## src/rtl/servo_pwm_bank.sv

```systemverilog
module servo_pwm_bank #(
  parameter int NUM_CH   = 4,
  parameter int AW       = 8,
  parameter int CLK_NS   = 8,
  parameter int MIN_NS   = 1_000_000,
  parameter int MAX_NS   = 2_000_000,
  parameter int FRAME_NS = 20_000_000
) (
  input  logic              clk,
  input  logic              rst_n,
  input  logic              wr_en,
  input  logic [AW-1:0]     wr_addr,
  input  logic [31:0]       wr_data,
  input  logic [AW-1:0]     rd_addr,
  output logic [31:0]       rd_data,
  output logic [NUM_CH-1:0] pwm_o
);
  localparam int STEP_RAW    = (MAX_NS - MIN_NS) / (255 * CLK_NS);
  localparam int STEP_CYC    = (STEP_RAW < 1) ? 1 : STEP_RAW;
  localparam int TICK_NS     = STEP_CYC * CLK_NS;
  localparam int MIN_STEPS   = MIN_NS / TICK_NS;
  localparam int FRAME_RAW   = FRAME_NS / TICK_NS;
  localparam int FRAME_STEPS = (FRAME_RAW > MIN_STEPS + 256) ? FRAME_RAW : MIN_STEPS + 256;
  localparam int DW          = $clog2(STEP_CYC + 1);
  localparam int FW          = $clog2(FRAME_STEPS + 1);
  localparam int BASE        = 8;

  logic [DW-1:0]                div_q;
  logic [FW-1:0]                fcnt_q;
  logic                         started_q;
  logic [NUM_CH-1:0][31:0]      pos_q;
  logic [NUM_CH-1:0][7:0]       act_q;
  logic                         tick, bound;

  assign tick  = (div_q == DW'(STEP_CYC - 1));
  assign bound = tick && (fcnt_q == FW'(FRAME_STEPS - 1));

  always_ff @(posedge clk or negedge rst_n) begin
    if (!rst_n) begin
      div_q     <= '0;
      fcnt_q    <= FW'(FRAME_STEPS - 1);
      started_q <= 1'b0;
    end else begin
      div_q <= tick ? '0 : div_q + 1'b1;
      if (bound) begin
        fcnt_q    <= '0;
        started_q <= 1'b1;
      end else if (tick) begin
        fcnt_q <= fcnt_q + 1'b1;
      end
    end
  end

  for (genvar i = 0; i < NUM_CH; i++) begin : g_ch
    always_ff @(posedge clk or negedge rst_n) begin
      if (!rst_n) begin
        pos_q[i] <= 32'd128;
        act_q[i] <= 8'd128;
      end else begin
        if (wr_en && wr_addr == AW'(BASE + 4 * i)) pos_q[i] <= wr_data;
        if (bound) act_q[i] <= (|pos_q[i][31:8]) ? 8'hFF : pos_q[i][7:0];
      end
    end
    assign pwm_o[i] = started_q && (fcnt_q < FW'(MIN_STEPS) + FW'(act_q[i]));
  end

  always_comb begin
    rd_data = '0;
    for (int i = 0; i < NUM_CH; i++)
      if (rd_addr == AW'(BASE + 4 * i)) rd_data = pos_q[i];
  end
endmodule

```

## config.mk

```make
export PLATFORM = sky130hd
export DESIGN_NAME = servo_pwm_bank
export DESIGN_NICKNAME = d
export VERILOG_FILES = /design/src/rtl/servo_pwm_bank.sv
export SDC_FILE = /design/constraint.sdc
export NUM_CORES = 1
export LEC_CHECK = 0
export CORE_MARGIN = 2
export CORE_UTILIZATION = 34
export DETAILED_ROUTE_END_ITERATION = 8
export HOLD_SLACK_MARGIN = 0.08
export RECOVER_POWER = 100
export SETUP_SLACK_MARGIN = 0.4
export SYNTH_ARGS = -nofsm -noshare
export SYNTH_HDL_FRONTEND = slang
export SYNTH_SLANG_ARGS = --single-unit
export TNS_END_PERCENT = 1
```

## constraint.sdc

```tcl
create_clock -name clk -period 5.4 [get_ports clk]
set_input_delay 1.62 -clock clk [delete_from_list [all_inputs] [get_ports clk]]
set_output_delay 1.62 -clock clk [all_outputs]
set_load 0.02 [all_outputs]
```

# Yosys cells after proc, flatten, opt, wreduce, memory -nomap -nowiden
# Index checks and enable logic that the tools add are counted.
# word_totals
register_bits,183
in_bits,51
out_inout_bits,36
word_cells,56
# op_classes
addsub,6
order_cmp,4
n_eq_ne,10
n_mux,11
reduce_logical,14
# op_table
cell,count
32-bit 2-to-1 mux,4
24-bit OR reduction,4
13-bit by 9-bit < comparator with 1-bit output,4
"8-bit by 8-bit adder with 9-bit output, first input constant",4
"8-bit by 4-bit equality test with 1-bit output, second input constant",4
"8-bit by 5-bit equality test with 1-bit output, second input constant",4
8-bit 2-to-1 mux,4
13-bit 2-to-1 mux,2
"13-bit by 1-bit adder with 13-bit output, second input constant",1
"13-bit equality test, second input constant",1
"9-bit by 1-bit adder with 9-bit output, second input constant",1
"9-bit equality test, second input constant",1
1-bit logical AND,9
9-bit 2-to-1 mux,1
2-bit nonzero test,1

# Longest topological paths before layout
# logic_depth
ltp_word,5
mapped_depth,10
ltp_nobuf,10

# Least setup slack after synthesis
# No wires, ideal clock.
# synth_timing
path_kind,input to output
startpoint,input port rd_addr[7]
endpoint,output port rd_data[0]
arrival_time_ns,3.018
required_ns,3.780
path_slack_ns,0.762
stages,5
n_path_buf,1
path_cell_list,or4_1 > nor2_1 > nand3b_1 > clkbuf_1 > o22ai_1
# synth_between
elab_chain_len,5
word_cells_on_any_way,8
cone_classes,4 x eq/ne; 4 x mux
# synth_lines
element,line_no,rtl
"start, declared",14,"input logic [AW-1:0] rd_addr,"
8-bit by 4-bit equality test with 1-bit output,70,if (rd_addr == AW'(BASE + 4 * i)) rd_data = pos_q[i];
32-bit 2-to-1 mux (3 in series),70,
32-bit 2-to-1 mux (*),70,
"end, declared",15,"output logic [31:0] rd_data,"
# Mark *: on every way between the ends. The rest lies on a longest branch, timed or not.

# Final worst setup path
# layout_timing
startpoint,input port rd_addr[7]
endpoint,output port rd_data[1]
# The elaborated chain is that of the path after synthesis.

==> flow_summary.toml <==
[global_routing]
grt_remaining_overflow = 0
grt_pass1_vias = 6987
antenna_found_initial = 0
grt_usage_pct = 17.2
grt_pass1_wl_microns = 40400
grt_max_degree = 96

[worst_hold_path]
worstHoldStart = "started_q"
min_path_type = "flip-flop to flip-flop"

[outcome]
violations = "capacitance limit, slew limit"
outcome = "finished, violations left"

[cts]
cts_root_buffer = "clkbuf_16"
cts_max_level = 4
clockBufferDepth = 2
hold_buffers = 0
cts_tree = "yes"
cts.sinks = 183
numCtsBuffers = 17
insertion_delay_ns = 0.45
cts.clk_slew.worst_paths_ns = 0.07

[timing]
rsz0062_at_grt = "yes"
worstMarginPinSlew_ns = 3.08
hold_viol_final = 0
fin_tns_setup_ns = 0
max_freq_mhz = 197
slew_headroom_pct = -105
fin_crit_ns = 5.07
slew_viol_final = 225
setup_viol = 0
finalCritPeriodShare_pct = 93.9
finalClockSkew_ns = 0.0226

[critical_path]
startpoint_type = "input port"
critPathRequiredTime_ns = 3.78
endpoint_kind = "output pin"
crit_start = "rd_addr[7]"
arrival_ns = 3.45
crit_type = "input port to output pin"
reg2reg_from = "fcnt_q[0]"
critPathMaxFanout = 14

[power]
power_density_mw_per_mm2 = 267
leakage_nw = 5.35
ir_worst_vdd_mv = 0.174

[die]
core.rowCount = 61
initial_core_util_pct = 34.7
ios = 87
die-width_microns = 173
die_area_sq_mm = 0.0300
die_y_microns = 173
coreArea_sq_mm = 0.0280

[synth]
synth_seq_cells = 183
seq_area_frac_synth_pct = 47.3
ys.flop_type = "dfrtp_1"
synth.avg_cell_area_sq_um = 12.5
async_flop_share_pct = 100
synth_edf_count = 0
syn_inst = 779
synth_cell_types = 53
ys_warn_count = 0
synth.cell_area_sq_mm = 0.00973
synth_area_leaders = "dfrtp_1 (43%), mux2_2 (11%), mux2i_1 (6.7%)"
synth_nets = 870
yosysTopAreaCell = "dfrtp_1"
synth_top_area_share_pct = 42.7

[finish]
num_antenna_cells = 0
layout-drive-gt1-share_pct = 21.2
fin_util_pct = 40.9
area_growth_pct = 17.8
final_common_cell = "dfrtp_1"
mostFrequentLayoutCells = "dfrtp_1 (166), mux2_2 (93), mux2i_1 (65)"
layout.nets = 955

[place]
io_buffers = 86
hpwl_microns = 17100
routabilityCongestion = 0.806

[drt]
drt_first_iter_violations = 420
viasPerCell = 5.34
via_count = 6703
drc = 0
wl_microns = 25100
drt-wirelength-per-cell_microns = 20.0
drtPass1Iterations = 4
postRouteAntennaNets = 0

[flow_run]
max-cap-violations = 6
## report_power, final
part           internal (mW)  switching (mW)
sequential              1.42          0.0404
combinational          0.110           0.151
clock                  0.689           0.655
total                   2.22           0.847
## stage by stage
step / instances / worst slack, ns / power [mW] / area [sq um] / hold WS [ns]
6_report: 1255 / 0.328 / 3.06 / 11500 / 0.480
5_1_grt: 1255 / 0.279 / 3.19 / 11500 / 0.488
4_1_cts: 1255 / 0.299 / 3.11 / 11700 / 0.474
3_5_place_dp: 1218 / -0.223 / 1.76 / 11000 / 0.455
3_3_place_gp: 1218 / -0.224 / 1.76 / 11000 / 0.454
2_1_floorplan: 779 / 0.762 / 1.60 / 9730 / 0.435
## registers in the layout, indices dropped and copies added, names as in the netlist
signal	flops
pos_q	128
act_q	32
fcnt_q	13
div_q	9
started_q	1
## final timing paths
path / to / slack (ns) / cells past startpoint
min: started_q / 0.48 / 1
max in group asynchronous: act_q[14] / 1.03 / 2
min reg2reg: started_q / 0.48 / 1
max reg2reg: act_q[22] / 1.88 / 6
min in group asynchronous: div_q[4] / 2.18 / 1
max: rd_data[1] / 0.33 / 8
## cells in the mapped netlist (17+ instances only)
library cell	count
dfrtp_1	166
mux2_2	93
mux2i_1	65
ha_1	40
nor2_1	36
nor4_1	35
mux2_4	32
o32a_1	32
o22ai_1	31
xnor2_1	25
clkbuf_1	21
nand2_1	20
nor3_1	19
dfstp_2	17
o21ai_0	17
## what timing repair did
action	CTS	global route
gates resized for setup	158	26
gates cloned	2	0
endpoints found under the setup margin	33	34
hold endpoints to repair	0	0
pin swaps	4	3
setup buffers	3	0
## per-layer routing
metal | global-route usage, % | wire length, microns
met5 | 0 | 0
met2 | 28.1 | 12000
met1 | 23.7 | 11800
met3 | 3.23 | 1080
met4 | 3.53 | 151
## cell families after synthesis
group / after synthesis / share of synthesized area [%]
DFF: 183 / 47.3
adders and majority gates: 40 / 5.14
and+or+nand+nor: 170 / 10.3
muxes: 193 / 22.7
AOI/OAI and AO/OA: 102 / 7.96
xor gates and xnor gates: 36 / 3.24
buffers and inverters: 55 / 3.30
## critical path, cell delays in order
cell            delay [ns]
dlymetal6s2s_1        0.12
or4_4                 0.53
nor2_1                0.21
nand3b_1              0.18
clkbuf_1              0.19
buf_16                0.18
o22ai_1               0.16
clkbuf_1              0.25
## layout make-up
class / count / area [sq um]
Tap cell: 378 / 473
Fill cell: 2705 / 16500
Clock buffer: 17 / 425
Clock inverter: 15 / 230
Sequential cell: 183 / 4600
Inverter: 14 / 52.6
Multi-Input combinational cell: 541 / 4750
Timing Repair Buffer: 107 / 926
Power figures use the tool's default switching activity.
